==> config.mk <==
export PLATFORM = sky130hd
export DESIGN_NAME = bank_locality_monitor
export DESIGN_NICKNAME = d
export VERILOG_FILES = /design/src/rtl/lmon_pkg.sv /design/src/rtl/lmon_row_table.sv /design/src/rtl/lmon_sat_acc.sv /design/src/rtl/bank_locality_monitor.sv
export SDC_FILE = /design/constraint.sdc
export NUM_CORES = 1
export LEC_CHECK = 0
export BUFFER_PORTS_ARGS = -buffer_cell sky130_fd_sc_hd__buf_2
export CAP_MARGIN = 20
export CORE_MARGIN = 4
export CORE_UTILIZATION = 45
export CTS_CLUSTER_DIAMETER = 80
export CTS_CLUSTER_SIZE = 20
export DETAILED_ROUTE_END_ITERATION = 10
export PLACE_DENSITY = 0.6
export SETUP_SLACK_MARGIN = 0.1
export SLEW_MARGIN = 20
export SYNTH_ARGS = -nofsm -noshare
export SYNTH_HDL_FRONTEND = slang
export SYNTH_HIERARCHICAL = 1
export SYNTH_SLANG_ARGS = --single-unit
==> constraint.sdc <==
create_clock -name clk -period 4.5 [get_ports clk]
set_input_delay 0.675 -clock clk [delete_from_list [all_inputs] [get_ports clk]]
set_output_delay 0.675 -clock clk [all_outputs]
set_load 0.1 [all_outputs]
==> src/rtl/lmon_pkg.sv <==
package lmon_pkg;
    localparam int NUM_TOTALS = 4;

    typedef enum logic [1:0] {
        SEL_HITS     = 2'd0,
        SEL_ACCESSES = 2'd1,
        SEL_BUSY_SUM = 2'd2,
        SEL_ACTIVE   = 2'd3
    } lmon_sel_e;
endpackage

==> src/rtl/lmon_row_table.sv <==
module lmon_row_table #(
    parameter int NUM_BANKS = 8,
    parameter int ROW_W     = 14,
    parameter int BANK_W    = (NUM_BANKS > 1) ? $clog2(NUM_BANKS) : 1
) (
    input  logic              clk,
    input  logic              rst_n,
    input  logic              clr,
    input  logic              acc_valid,
    input  logic [BANK_W-1:0] acc_bank,
    input  logic [ROW_W-1:0]  acc_row,
    output logic              lookup_hit
);
    typedef struct packed {
        logic [NUM_BANKS-1:0]            open;
        logic [NUM_BANKS-1:0][ROW_W-1:0] row;
    } table_t;

    table_t tbl_d, tbl_q;
    logic [NUM_BANKS-1:0] match;

    for (genvar g = 0; g < NUM_BANKS; g++) begin : g_match
        assign match[g] = tbl_q.open[g] && (tbl_q.row[g] == acc_row);
    end

    assign lookup_hit = acc_valid && match[acc_bank];

    always_comb begin
        tbl_d = tbl_q;
        if (clr) begin
            tbl_d.open = '0;
        end else if (acc_valid) begin
            tbl_d.open[acc_bank] = 1'b1;
            tbl_d.row[acc_bank]  = acc_row;
        end
    end

    always_ff @(posedge clk or negedge rst_n) begin
        if (!rst_n) tbl_q <= '0;
        else        tbl_q <= tbl_d;
    end

    assert_clear_closes_rows_R8: assert property (@(posedge clk) disable iff (!rst_n)
        clr |=> (tbl_q.open == '0));

    assert_access_opens_row_R2: assert property (@(posedge clk) disable iff (!rst_n)
        (!clr && acc_valid) |=> (tbl_q.open[$past(acc_bank)] &&
                                 tbl_q.row[$past(acc_bank)] == $past(acc_row)));

    assert_no_row_after_reset_R3: assert property (@(posedge clk) disable iff (!rst_n)
        (tbl_q.open == '0) |-> !lookup_hit);
endmodule

==> src/rtl/lmon_sat_acc.sv <==
module lmon_sat_acc #(
    parameter int CNT_W = 32,
    parameter int INC_W = 4
) (
    input  logic             clk,
    input  logic             rst_n,
    input  logic             clr,
    input  logic             inc_en,
    input  logic [INC_W-1:0] inc,
    output logic [CNT_W-1:0] count
);
    logic [CNT_W-1:0] cnt_d, cnt_q;
    logic [CNT_W:0]   sum;

    always_comb begin
        sum   = {1'b0, cnt_q} + (CNT_W+1)'(inc);
        cnt_d = cnt_q;
        if (clr)         cnt_d = '0;
        else if (inc_en) cnt_d = sum[CNT_W] ? '1 : sum[CNT_W-1:0];
    end

    always_ff @(posedge clk or negedge rst_n) begin
        if (!rst_n) cnt_q <= '0;
        else        cnt_q <= cnt_d;
    end

    assign count = cnt_q;

    assert_never_wraps_R7: assert property (@(posedge clk) disable iff (!rst_n)
        !clr |=> (cnt_q >= $past(cnt_q)));

    assert_saturated_holds_R7: assert property (@(posedge clk) disable iff (!rst_n)
        (!clr && cnt_q == '1) |=> (cnt_q == '1));
endmodule

==> src/rtl/bank_locality_monitor.sv <==
module bank_locality_monitor
    import lmon_pkg::*;
#(
    parameter int NUM_BANKS = 8,
    parameter int ROW_W     = 14,
    parameter int CNT_W     = 32,
    localparam int BANK_W   = (NUM_BANKS > 1) ? $clog2(NUM_BANKS) : 1
) (
    input  logic                 clk,
    input  logic                 rst_n,
    input  logic                 clear,
    input  logic                 snap,
    input  logic                 acc_valid,
    input  logic [BANK_W-1:0]    acc_bank,
    input  logic [ROW_W-1:0]     acc_row,
    input  logic [NUM_BANKS-1:0] bank_busy,
    input  logic [1:0]           rd_addr,
    output logic [CNT_W-1:0]     rd_data
);
    localparam int INC_W = $clog2(NUM_BANKS + 1);

    typedef struct packed {
        logic [NUM_TOTALS-1:0][CNT_W-1:0] total;
    } shadow_t;

    logic                             is_hit;
    logic                             any_busy;
    logic [INC_W-1:0]                 busy_pop;
    logic [NUM_TOTALS-1:0]            inc_en;
    logic [NUM_TOTALS-1:0][INC_W-1:0] inc_val;
    logic [NUM_TOTALS-1:0][CNT_W-1:0] totals;
    shadow_t                          shd_d, shd_q;

    lmon_row_table #(
        .NUM_BANKS (NUM_BANKS),
        .ROW_W     (ROW_W),
        .BANK_W    (BANK_W)
    ) u_rows (
        .clk        (clk),
        .rst_n      (rst_n),
        .clr        (clear),
        .acc_valid  (acc_valid),
        .acc_bank   (acc_bank),
        .acc_row    (acc_row),
        .lookup_hit (is_hit)
    );

    always_comb begin
        busy_pop = '0;
        for (int i = 0; i < NUM_BANKS; i++) begin
            busy_pop = busy_pop + INC_W'(bank_busy[i]);
        end
        any_busy = |bank_busy;

        inc_en[SEL_HITS]      = is_hit;
        inc_val[SEL_HITS]     = INC_W'(1);
        inc_en[SEL_ACCESSES]  = acc_valid;
        inc_val[SEL_ACCESSES] = INC_W'(1);
        inc_en[SEL_BUSY_SUM]  = any_busy;
        inc_val[SEL_BUSY_SUM] = busy_pop;
        inc_en[SEL_ACTIVE]    = any_busy;
        inc_val[SEL_ACTIVE]   = INC_W'(1);
    end

    for (genvar g = 0; g < NUM_TOTALS; g++) begin : g_total
        lmon_sat_acc #(
            .CNT_W (CNT_W),
            .INC_W (INC_W)
        ) u_acc (
            .clk    (clk),
            .rst_n  (rst_n),
            .clr    (clear),
            .inc_en (inc_en[g]),
            .inc    (inc_val[g]),
            .count  (totals[g])
        );
    end

    always_comb begin
        shd_d = shd_q;
        if (snap) shd_d.total = totals;
    end

    always_ff @(posedge clk or negedge rst_n) begin
        if (!rst_n) shd_q <= '0;
        else        shd_q <= shd_d;
    end

    assign rd_data = shd_q.total[rd_addr];

    assert_hits_le_accesses_R1: assert property (@(posedge clk) disable iff (!rst_n)
        totals[SEL_HITS] <= totals[SEL_ACCESSES]);

    assert_busy_sum_covers_active_R5: assert property (@(posedge clk) disable iff (!rst_n)
        totals[SEL_BUSY_SUM] >= totals[SEL_ACTIVE]);

    assert_idle_cycle_holds_R6: assert property (@(posedge clk) disable iff (!rst_n)
        (!clear && !(|bank_busy)) |=> ($stable(totals[SEL_ACTIVE]) &&
                                       $stable(totals[SEL_BUSY_SUM])));

    assert_clear_zeroes_R8: assert property (@(posedge clk) disable iff (!rst_n)
        clear |=> (totals == '0));

    assert_snapshot_copy_R9: assert property (@(posedge clk) disable iff (!rst_n)
        snap |=> (shd_q.total == $past(totals)));

    assert_shadow_holds_R9: assert property (@(posedge clk) disable iff (!rst_n)
        !snap |=> $stable(shd_q));
endmodule

==> reports/summary.md <==
The number of levels the H-tree was split into was 1; the number of cells on the worst reg-to-reg path was 12. The maximum fanout along the worst path is 6, and the count of nets left with antenna violations after detail routing is 0. The run gives 0.320 as the clock group share of total power.

On the final layout, the worst clock skew is 0.0171 ns. The run gives 233 MHz as the fmax. The initial cell density of the core was 0.454.

The number of endpoints with negative hold slack in the final report is 0, and the placed wire-length estimate after detailed placement is 35.3 mm. In the final layout, the multi-input gates occupy 0.00948 mm^2. The sequential fraction of the synthesis area was 0.481; the share of final-layout standard cells stronger than drive strength 1 was 0.277. The clock transition at the register clock pins on the worst setup and hold paths after CTS was 0.08 ns. The worst setup path is captured at a flip-flop. Counting the fill cells in the layout gives 3838. The fraction of power spent switching nets came out at 0.285. The critical path is of the in -> reg type. In this run the power spent charging and discharging nets is 2.22 mW. The final cell area excluding filler cells was 0.0213 mm^2.

The first TritonRoute pass finished after 5 iterations. The setup check on the worst reg-to-reg path leaves a slack of 0.96 ns. Data on the critical path arrives at its endpoint at 4.75 ns.

The routed length per instance came out at 21.8 um. For this design the static power due to leakage is 9.29 nW. After clock tree synthesis, the setup repair step added 0 buffers. Count of boundary I/O pins: 64. In this run, distinct cell masters in the synthesized netlist total 63. From left edge to right edge, the die measures 217 um.

Counting flops and latches in the post-synthesis netlist gives 376. Leaving out fill and tap cells, the most frequent cell in the layout is dfrtp_1. Counting every sink on the clock net gives 376.

After the first detailed-routing iteration, the DRC count stood at 1084. The shortest clock period the worst path allows after layout is 4.30 ns, and the worst-case setup margin in the final layout is 0.205 ns. In this run the cell area of the synthesized design comes to 0.0196 mm^2. The worst vdd rail ir drop is 0.288 mV, and the worst slack at placement is -0.442 ns.

Fraction of registers with async set/reset: 1.00. The number of vias per cell is 5.93. The run gives 79.4 mm as the first-pass GRT wire length. The CTS root buffer is clkbuf_16. The flow ran to the end, and the final reports show no timing, DRC or antenna violations.

The growth of design area from synthesis to finish was 8.93%; the sequential share of power was 0.505. Yosys mapped a number of flops with a built-in enable equal to 0. For this run, the number of Yosys warnings is 6. Averaged over all synthesized cells, the footprint is 11.9 um^2. TritonCTS built the clock tree. At the pin with the least slew margin, the transition time is 0.967 ns. Entering global routing, the biggest net connects 108 pins. Die boundary height: 217 um.

The overall fraction of global-route tracks in use was 0.213. Wires add up to 50.2 mm. Registers take 0.00941 mm^2. The number of max-slew violations in the final report is 0. The clock reaches the later pin of the worst-skew pair after 0.57 ns. The internal power consumption is 5.57 mW, and the power density of the placed cells is 366 mW/mm^2. Setup total negative slack on the finished layout was measured at 0 ns. The library cells used most frequently in the layout, excluding fill and tap cells, are 376 x dfrtp_1, 240 x mux2_2, 111 x xnor2_1, 97 x nor2_1, 59 x buf_2. The main flop type after synthesis was dfrtp_1.

STA puts the critical path data required time at 4.95 ns. Setup repair after global routing left no endpoint under its margin. The via count of the first global-routing pass is 13338. Max-cap violations in this run came to 0.

STA classifies the critical path startpoint as an input port. The post-synthesis instance total was 1649; the number of antenna violations at the first check in global routing was 1. The run gives 0 as the setup-violating endpoint count in the final report. For the routability congestion estimate from global placement, the log shows 0.865. Vias after detailed routing: 13652. The clock passes through at most 3 buffers.

The total global routing overflow was 0; the area enclosed by the die boundary was 0.0469 mm^2. The final period utilization is 0.954. The classification of the worst-slack hold path was in -> async. For the DRC violation count after routing, the log shows 0. The net count of the finished layout is 1760.

The run gives 0.356 as the max-slew headroom at the worst pin. After detailed placement, the total cell area comes to 0.0205 mm^2. The run gives 0.175 as the part of the total power dissipated in combinational logic. After floorplanning, the core was divided into 76 placement rows. The placeable core region was 0.0431 mm^2. Input and output buffers added on the ports amount to 63.

Hold is met by 0.170 ns. For the number of clock buffers inserted by TritonCTS, the log shows 27.
[worst max-delay path: stages]
cell and delay, ns:
buf_4 0.12, inv_8 0.03, fa_1 0.46, fa_1 0.51, fa_1 0.41, inv_1 0.07
ha_2 0.18, inv_2 0.04, fa_2 0.52, inv_2 0.05, ha_4 0.26, a211oi_2 0.06
o21ba_1 0.19, or4_4 0.59, or3_4 0.39, o211a_1 0.20
[synth_stat cells (10+ instances only)]
| master | count | area (um^2) |
|---|---|---|
| and2_1 | 18 | 113 |
| nor4_1 | 30 | 188 |
| buf_4 | 12 | 90.1 |
| nor3_1 | 46 | 230 |
| a211oi_1 | 35 | 263 |
| and3_1 | 30 | 188 |
| a311oi_1 | 29 | 254 |
| mux2_2 | 240 | 2700 |
| mux4_2 | 30 | 676 |
| ha_1 | 20 | 250 |
| nand2_1 | 51 | 191 |
| xor2_1 | 16 | 140 |
| a31oi_1 | 36 | 225 |
| xnor2_1 | 111 | 972 |
| a21oi_1 | 48 | 240 |
| nand4_1 | 57 | 357 |
| nor2_1 | 97 | 364 |
| or3_1 | 10 | 62.6 |
| buf_2 | 41 | 205 |
| o21ai_0 | 27 | 135 |
| nand3_1 | 35 | 175 |
| and4_1 | 21 | 184 |
| clkbuf_1 | 23 | 86.3 |
| dfrtp_1 | 376 | 9410 |
| buf_6 | 18 | 203 |
| a21o_1 | 13 | 97.6 |
| o211a_1 | 10 | 100 |
| inv_1 | 39 | 146 |
[final timing paths]
path | start | end
min in group clk | acc_row[11] | flip-flop
worst min register to register | u_rows/tbl_q[115] | u_rows/tbl_q[115]
worst max-delay path | bank_busy[3] | g_total[2].u_acc/count[27]
worst min-delay path | rst_n | async pin
max in group asynchronous | rst_n | async pin
worst max register to register | flip-flop | g_total[0].u_acc/count[31]
[logic make-up (layout without fill, tap and decap cells)]
group,Yosys count,count (layout),share of synthesized area
compound gates,237,237,0.0837
xor+xnor,127,127,0.0568
fa+ha+maj,28,28,0.0210
buf+inv,137,191,0.0406
flops,376,376,0.481
mux,274,274,0.176
other cells,2,17,0.000384
simple gates,468,468,0.141
[metal layers]
layer / wire length, um / track usage
met5: 0 / 0
met4: 1260 / 0.0454
met3: 1960 / 0.0257
met2: 24300 / 0.352
met1: 22700 / 0.304
[power groups by stage]
stage	sequential (mW)	clock, mW	combinational (mW)
global placement	3.98	0	1.34
detailed placement	4.00	0	1.37
floorplan	3.92	0	1.06
CTS	3.93	2.57	1.38
finish	3.93	2.50	1.36
global route	3.97	2.70	1.50
[through the flow]
step	power (mW)	utilization	std cells
after floorplan	4.98	-	1662
after global placement	5.32	0.474	2255
after detailed placement	5.37	0.475	2256
after CTS	7.88	0.495	2301
after global routing	8.17	0.495	2301
final	7.79	0.495	2303
[layout make-up]
class	instances	area share
inverters	40	0.00739
diodes	2	0.000235
flip-flops and latches	376	0.441
well taps	585	0.0343
repair buffers	106	0.0325
multi-input cells	1149	0.444
clock inverters	15	0.00728
clock buffers	30	0.0327
[timing repair]
| action | 4_1_cts | 5_1_grt |
|---|---|---|
| gates resized for setup | 0 | 5 |
| setup endpoints to repair | 0 | 10 |
| endpoints found under the hold margin | 0 | 0 |
| hold buffers | 0 | 0 |
Note: power is estimated with default switching activity, not from simulation.
